`src/rtl/tick_timer_pkg.sv`:
```
package tick_timer_pkg;
  localparam int unsigned DATA_W   = 32;
  localparam int unsigned VEC_W    = 8;
  localparam int unsigned SHIFT_W  = 3;
  localparam int unsigned MASK_BIT = 16;
  localparam int unsigned PER_BIT  = 17;
  localparam int unsigned DIV_W    = 4;

  typedef struct packed {
    logic             periodic;
    logic             masked;
    logic [VEC_W-1:0] vec;
  } entry_t;

  // divide code is {cfg[3], cfg[1:0]}; shift wraps at 8
  function automatic logic [SHIFT_W-1:0] div_to_shift(input logic [DIV_W-1:0] cfg);
    logic [SHIFT_W-1:0] code;
    code = {cfg[3], cfg[1:0]};
    return code + SHIFT_W'(1);
  endfunction
endpackage

```
`src/rtl/tick_cfg_regs.sv`:
```
module tick_cfg_regs
  import tick_timer_pkg::*;
#(
  parameter int unsigned CNT_W = DATA_W
) (
  input  logic                clk_i,
  input  logic                rst_ni,
  input  logic                div_we_i,
  input  logic                entry_we_i,
  input  logic                init_we_i,
  input  logic [DATA_W-1:0]   wdata_i,
  output logic [DIV_W-1:0]    div_cfg_o,
  output entry_t              entry_o,
  output logic [CNT_W-1:0]    init_o,
  output logic [SHIFT_W-1:0]  shift_o
);
  logic [DIV_W-1:0] div_q;
  entry_t           entry_q;
  logic [CNT_W-1:0] init_q;

  always_ff @(posedge clk_i or negedge rst_ni) begin
    if (!rst_ni) begin
      div_q            <= '0;
      entry_q.periodic <= 1'b0;
      entry_q.masked   <= 1'b1;
      entry_q.vec      <= '0;
      init_q           <= '0;
    end else begin
      if (div_we_i)   div_q <= {wdata_i[3], 1'b0, wdata_i[1:0]};
      if (entry_we_i) begin
        entry_q.periodic <= wdata_i[PER_BIT];
        entry_q.masked   <= wdata_i[MASK_BIT];
        entry_q.vec      <= wdata_i[VEC_W-1:0];
      end
      if (init_we_i)  init_q <= wdata_i[CNT_W-1:0];
    end
  end

  assign div_cfg_o = div_q;
  assign entry_o   = entry_q;
  assign init_o    = init_q;
  assign shift_o   = div_to_shift(div_q);
endmodule

```
`src/rtl/tick_prescaler.sv`:
```
module tick_prescaler #(
  parameter int unsigned SHIFT_W = 3
) (
  input  logic               clk_i,
  input  logic               rst_ni,
  input  logic               clear_i,
  input  logic [SHIFT_W-1:0] shift_i,
  output logic               tick_o
);
  localparam int unsigned PRE_W = (1 << SHIFT_W) - 1;

  logic [PRE_W-1:0] pre_q;
  logic [PRE_W-1:0] low_mask;

  generate
    for (genvar i = 0; i < PRE_W; i++) begin : g_mask
      assign low_mask[i] = (32'(shift_i) > i);
    end
  endgenerate

  always_ff @(posedge clk_i or negedge rst_ni) begin
    if (!rst_ni)      pre_q <= '0;
    else if (clear_i) pre_q <= '0;
    else              pre_q <= pre_q + PRE_W'(1);
  end

  // tick when the low shift bits are all ones
  assign tick_o = &(pre_q | ~low_mask);
endmodule

```
`src/rtl/tick_counter.sv`:
```
module tick_counter
  import tick_timer_pkg::*;
#(
  parameter int unsigned CNT_W = DATA_W
) (
  input  logic             clk_i,
  input  logic             rst_ni,
  input  logic             tick_i,
  input  logic             load_i,
  input  logic [CNT_W-1:0] load_val_i,
  input  logic [CNT_W-1:0] reload_i,
  input  logic             entry_we_i,
  input  entry_t           entry_i,
  output logic [CNT_W-1:0] count_o,
  output logic             event_o
);
  logic [CNT_W-1:0] cnt_q;
  logic             armed_q;
  logic             event_q;
  logic             at_zero;

  assign at_zero = (cnt_q == '0);

  always_ff @(posedge clk_i or negedge rst_ni) begin
    if (!rst_ni) begin
      cnt_q   <= '0;
      armed_q <= 1'b0;
      event_q <= 1'b0;
    end else begin
      event_q <= 1'b0;
      if (load_i) begin
        cnt_q   <= load_val_i;
        armed_q <= (load_val_i != '0);
      end else begin
        if (tick_i) begin
          if (!at_zero) begin
            cnt_q <= cnt_q - CNT_W'(1);
          end else if (entry_i.periodic) begin
            cnt_q   <= reload_i;
            armed_q <= 1'b0;
            event_q <= (reload_i != '0) && !entry_i.masked;
          end else if (armed_q) begin
            armed_q <= 1'b0;
            event_q <= !entry_i.masked;
          end
        end
        // expiry already reached: an entry rewrite drops it
        if (entry_we_i && at_zero) armed_q <= 1'b0;
      end
    end
  end

  assign count_o = cnt_q;
  assign event_o = event_q;
endmodule

```
`src/rtl/tick_timer.sv`:
```
module tick_timer
  import tick_timer_pkg::*;
(
  input  logic              clk_i,
  input  logic              rst_ni,
  input  logic              div_we_i,
  input  logic              entry_we_i,
  input  logic              init_we_i,
  input  logic [DATA_W-1:0] wdata_i,
  output logic [DATA_W-1:0] div_cfg_o,
  output logic [DATA_W-1:0] entry_o,
  output logic [DATA_W-1:0] cur_count_o,
  output logic              event_o,
  output logic [VEC_W-1:0]  vector_o
);
  localparam int unsigned CNT_W = DATA_W;

  logic [DIV_W-1:0]   div_cfg;
  entry_t             entry;
  logic [CNT_W-1:0]   init_val;
  logic [SHIFT_W-1:0] shift;
  logic               tick;

  tick_cfg_regs #(.CNT_W(CNT_W)) u_cfg (
    .clk_i      (clk_i),
    .rst_ni     (rst_ni),
    .div_we_i   (div_we_i),
    .entry_we_i (entry_we_i),
    .init_we_i  (init_we_i),
    .wdata_i    (wdata_i),
    .div_cfg_o  (div_cfg),
    .entry_o    (entry),
    .init_o     (init_val),
    .shift_o    (shift)
  );

  tick_prescaler #(.SHIFT_W(SHIFT_W)) u_pre (
    .clk_i   (clk_i),
    .rst_ni  (rst_ni),
    .clear_i (init_we_i),
    .shift_i (shift),
    .tick_o  (tick)
  );

  tick_counter #(.CNT_W(CNT_W)) u_cnt (
    .clk_i      (clk_i),
    .rst_ni     (rst_ni),
    .tick_i     (tick),
    .load_i     (init_we_i),
    .load_val_i (wdata_i[CNT_W-1:0]),
    .reload_i   (init_val),
    .entry_we_i (entry_we_i),
    .entry_i    (entry),
    .count_o    (cur_count_o),
    .event_o    (event_o)
  );

  always_comb begin
    div_cfg_o                = '0;
    div_cfg_o[DIV_W-1:0]     = div_cfg;
    entry_o                  = '0;
    entry_o[VEC_W-1:0]       = entry.vec;
    entry_o[MASK_BIT]        = entry.masked;
    entry_o[PER_BIT]         = entry.periodic;
  end

  assign vector_o = entry.vec;
endmodule

```
`config.mk`:
```
export PLATFORM = sky130hd
export DESIGN_NAME = tick_timer
export DESIGN_NICKNAME = d
export VERILOG_FILES = /design/src/rtl/tick_timer_pkg.sv /design/src/rtl/tick_cfg_regs.sv /design/src/rtl/tick_prescaler.sv /design/src/rtl/tick_counter.sv /design/src/rtl/tick_timer.sv
export SDC_FILE = /design/constraint.sdc
export NUM_CORES = 1
export LEC_CHECK = 0
export CAP_MARGIN = 20
export CORE_UTILIZATION = 55
export CTS_BUF_LIST = sky130_fd_sc_hd__clkbuf_4 sky130_fd_sc_hd__clkbuf_8
export DETAILED_ROUTE_END_ITERATION = 16
export DONT_BUFFER_PORTS = 1
export GPL_ROUTABILITY_DRIVEN = 0
export PLACE_DENSITY = 0.7
export SYNTH_ARGS = -nofsm -noshare
export SYNTH_HDL_FRONTEND = slang
export SYNTH_SLANG_ARGS = --single-unit
```
`constraint.sdc`:
```
create_clock -name clk_i -period 3.3 [get_ports clk_i]
set_input_delay 0 -clock clk_i [delete_from_list [all_inputs] [get_ports clk_i]]
set_output_delay 0 -clock clk_i [all_outputs]
set_load 0.05 [all_outputs]
```
==> flow_metrics.env <==
export IMPL_outcome="finished with violations"
export IMPL_violations="hold timing"
export IMPL_antenna_cells=0
export IMPL_worst_pin_slew_ps=899.5
export IMPL_start_util_pct=57.73
export IMPL_path_buf_inv=1
export IMPL_ys_flop_type="dfrtp_1"
export IMPL_io_buffers=0
export IMPL_finalNonFillerCells=714
export IMPL_insertion_delay_ps=370
export IMPL_fin_crit_ps=2927
export IMPL_rrSetupSlack_ps=370
export IMPL_ioPinCount=142
export IMPL_grt_use_total_pct=29.85
export IMPL_critPathMaxStageDelay_ps=620
export IMPL_rsz0062_at_grt="no"
export IMPL_grt_overflow=0
export IMPL_grt_max_degree=87
export IMPL_numCtsBuffers=9
export IMPL_synth_edff_count=0
export IMPL_hold_violations=1
export IMPL_clockRootBuffer="clkbuf_8"
export IMPL_finalPower_uw=2865
export IMPL_ys_seq_elements=86
export IMPL_die_w_um=98.60
export IMPL_cts_max_path_buffers=2
export IMPL_peakVddDrop_uv=342.0
export IMPL_yosysSeqAreaShare_pct=41.96
export IMPL_r2r_start="u_cnt.count_o[21]$_DFFE_PN0P_"
export IMPL_wirelength_mm=13.92
export IMPL_path_class="flop to flop"
export IMPL_first_pass_iters=6
export IMPL_vias=4405
export IMPL_period_share_pct=88.69
export IMPL_synth_area_sq_um=5132
export IMPL_drc_errors=0
export IMPL_crit_required_ps=3600
export IMPL_die_area_sq_um=9722
export IMPL_chipHeight_um=98.60
export IMPL_clk_pin_slew_ps=90
export IMPL_cp_arrival_ps=3230
export IMPL_syn2layout_area_growth_pct=13.09
export IMPL_p_per_area_nw_per_um2=493.6
export IMPL_ys_top_cells_by_area="dfrtp_1, buf_4, mux2_2"
export IMPL_holdPathEnd="u_pre.pre_q[5]$_DFF_PN0_"
export IMPL_final_layout_size_suffix_gt1_share_pct=15.18
export IMPL_r2r_end="u_cnt.count_o[30]$_DFFE_PN0P_"
export IMPL_yosysTopAreaCellShare_pct=41.44
export IMPL_whs_path_depth=2
export IMPL_fp_coreArea_sq_um=8891
export IMPL_slowest_stage="nor4_4"
export IMPL_crit_chain="nor4_1, nand4_1, nor4_4, nand2b_1, a21oi_2, buf_4, o221ai_1, o21ai_1"
export IMPL_place_inst=660
export IMPL_grt_pass1_wl_mm=22.58
export IMPL_syn_inst=547
export IMPL_rows=34
export IMPL_yosys_warnings=0
export IMPL_post_synth_top_area_cell="dfrtp_1"
export IMPL_vias_per_cell=6.169
export IMPL_p_leak_uw=0.002478
export IMPL_worstSetupStartpointType="flop"
export IMPL_grt_pass1_vias=4286
export IMPL_cts_tree="built"
export IMPL_slew_violations=0
export IMPL_cts_setup_buffers=0
export IMPL_synth_commonest_cells="dfrtp_1, buf_4, nand2_1"
export IMPL_crit_path_end_kind="flop"
export IMPL_clock_sinks=86
export IMPL_post_drt_wl_per_cell_um=19.49
export IMPL_reg2reg_depth=8
export IMPL_maxCapViolations=0
export IMPL_async_flop_share_pct=100.0
export IMPL_n_fill_cell=722
export IMPL_fin_tns_setup_ps=0
export IMPL_finalNetCount=646
export IMPL_setup_violations_final=0
export IMPL_holdWs_ps=-0.7180
export IMPL_min_path_type="input pin to flop"
export IMPL_fmax_ghz=0.3417
export IMPL_synth_most_common_cell="dfrtp_1"
export IMPL_syn_mean_instance_area_sq_um=9.383
export IMPL_slew_limit_headroom_pct=40.03
export IMPL_hp_start="init_we_i"
export IMPL_cts_htree_levels=3
export IMPL_synth_cell_types=54
export IMPL_crit_family="simple AND/OR/NAND/NOR gates"
export IMPL_antenna_found_initial=0
export IMPL_path_max_fanout=18
export IMPL_skew_ps=13.33
export IMPL_drtIter0Drc=297
export IMPL_dp_hpwl_mm=9.594
export IMPL_antenna_left=0
-- cell type report --
class / count / area (sq um) / share of cell area (%)
clock buffer: 10 / 131.4 / 2.263
tap: 108 / 135.1 / 2.328
clock inverter: 6 / 53.80 / 0.9269
timing repair buffer: 77 / 708.2 / 12.20
inverter: 19 / 71.32 / 1.229
multi-input combinational: 408 / 2551 / 43.95
sequential: 86 / 2153 / 37.10
-- flip-flops by register name, summed over array words and instances (netlist names) --
name,cells
u_cfg.div_cfg_o,3
u_cfg.entry_o,10
u_cfg.init_o,32
u_cnt.armed_q,1
u_cnt.count_o,32
u_cnt.event_o,1
u_pre.pre_q,7
-- power breakdown --
part | switching (uW) | internal [uW]
clock | 422 | 295
combinational | 514 | 244
sequential | 238 | 1150
total | 1170 | 1690
-- routing by layer --
metal / vias up / GRT usage [%] / share of wire [%]
met3: 26 / 8.511 / 9.4
li1: 1982 / - / -
met5: - / 0 / 0
met2: 262 / 47.89 / 47
met1: 2135 / 39.22 / 41
met4: 0 / 9.644 / 2.0
-- how the worst max path moves through the flow --
stage	startpoint	endpoint	slack (ps)	cells after the start
final	u_cnt.count_o[21]$_DFFE_PN0P_	u_cnt.count_o[30]$_DFFE_PN0P_	370	8
after global placement	u_cnt.count_o[24]$_DFFE_PN0P_	u_cnt.count_o[30]$_DFFE_PN0P_	550	8
after CTS	u_cnt.count_o[21]$_DFFE_PN0P_	u_cnt.count_o[30]$_DFFE_PN0P_	450	8
after global routing	u_cnt.count_o[21]$_DFFE_PN0P_	u_cnt.count_o[30]$_DFFE_PN0P_	100	8
after floorplan	u_cfg.div_cfg_o[0]$_DFFE_PN0P_	u_cnt.count_o[23]$_DFFE_PN0P_	500	11
after detailed placement	u_cnt.count_o[21]$_DFFE_PN0P_	u_cnt.count_o[30]$_DFFE_PN0P_	470	8
-- cells in the final DEF (no fill, tap or decap), types with 13 or more instances in the layout --
cell type,count
conb_1,51
nor3_1,13
nand2_1,49
dfrtp_1,85
dlygate4sd3_1,36
xnor2_1,13
nor4_1,27
a221o_1,19
nand3_1,19
a21oi_1,26
o21ai_0,26
nor2_1,33
buf_4,39
mux2_2,32
inv_1,19
-- worst register-to-register path, stage by stage, from the launching register on --
cell	delay, ps
dfrtp_1	390
nor4_1	560
nand4_1	410
nor4_4	620
nand2b_1	160
a21oi_2	180
buf_4	270
o221ai_1	160
o21ai_1	130
-- kinds of logic (layout without fill, tap and decap cells) --
| kind of cell | after synthesis | after routing | share of synthesized area (%) |
|---|---|---|---|
| AO/OA/AOI/OAI | 119 | 119 | 15.85 |
| XOR/XNOR | 21 | 21 | 3.584 |
| adder cells (fa/ha/maj) | 8 | 8 | 1.950 |
| buffers and inverters | 103 | 112 | 11.99 |
| flip-flops | 86 | 86 | 41.96 |
| multiplexers | 32 | 32 | 7.021 |
| other | 1 | 51 | 0.07306 |
| AND/OR/NAND/NOR | 177 | 177 | 17.58 |
-- what timing repair did --
action,4_1_cts,5_1_grt
hold buffers,38,0
hold endpoints to repair,171,0
resized for setup,0,0
-- stage by stage --
stage | util (%) | setup WS, ps | instance area, sq um
3_3_place_gp | 58.53 | 545.1 | 5204
3_5_place_dp | 58.53 | 467.4 | 5204
2_1_floorplan | - | 504.1 | 5320
5_1_grt | 65.28 | 96.55 | 5804
4_1_cts | 65.28 | 449.3 | 5804
6_report | 65.28 | 373.1 | 5804
Note: power is estimated with default switching activity, not from simulation.
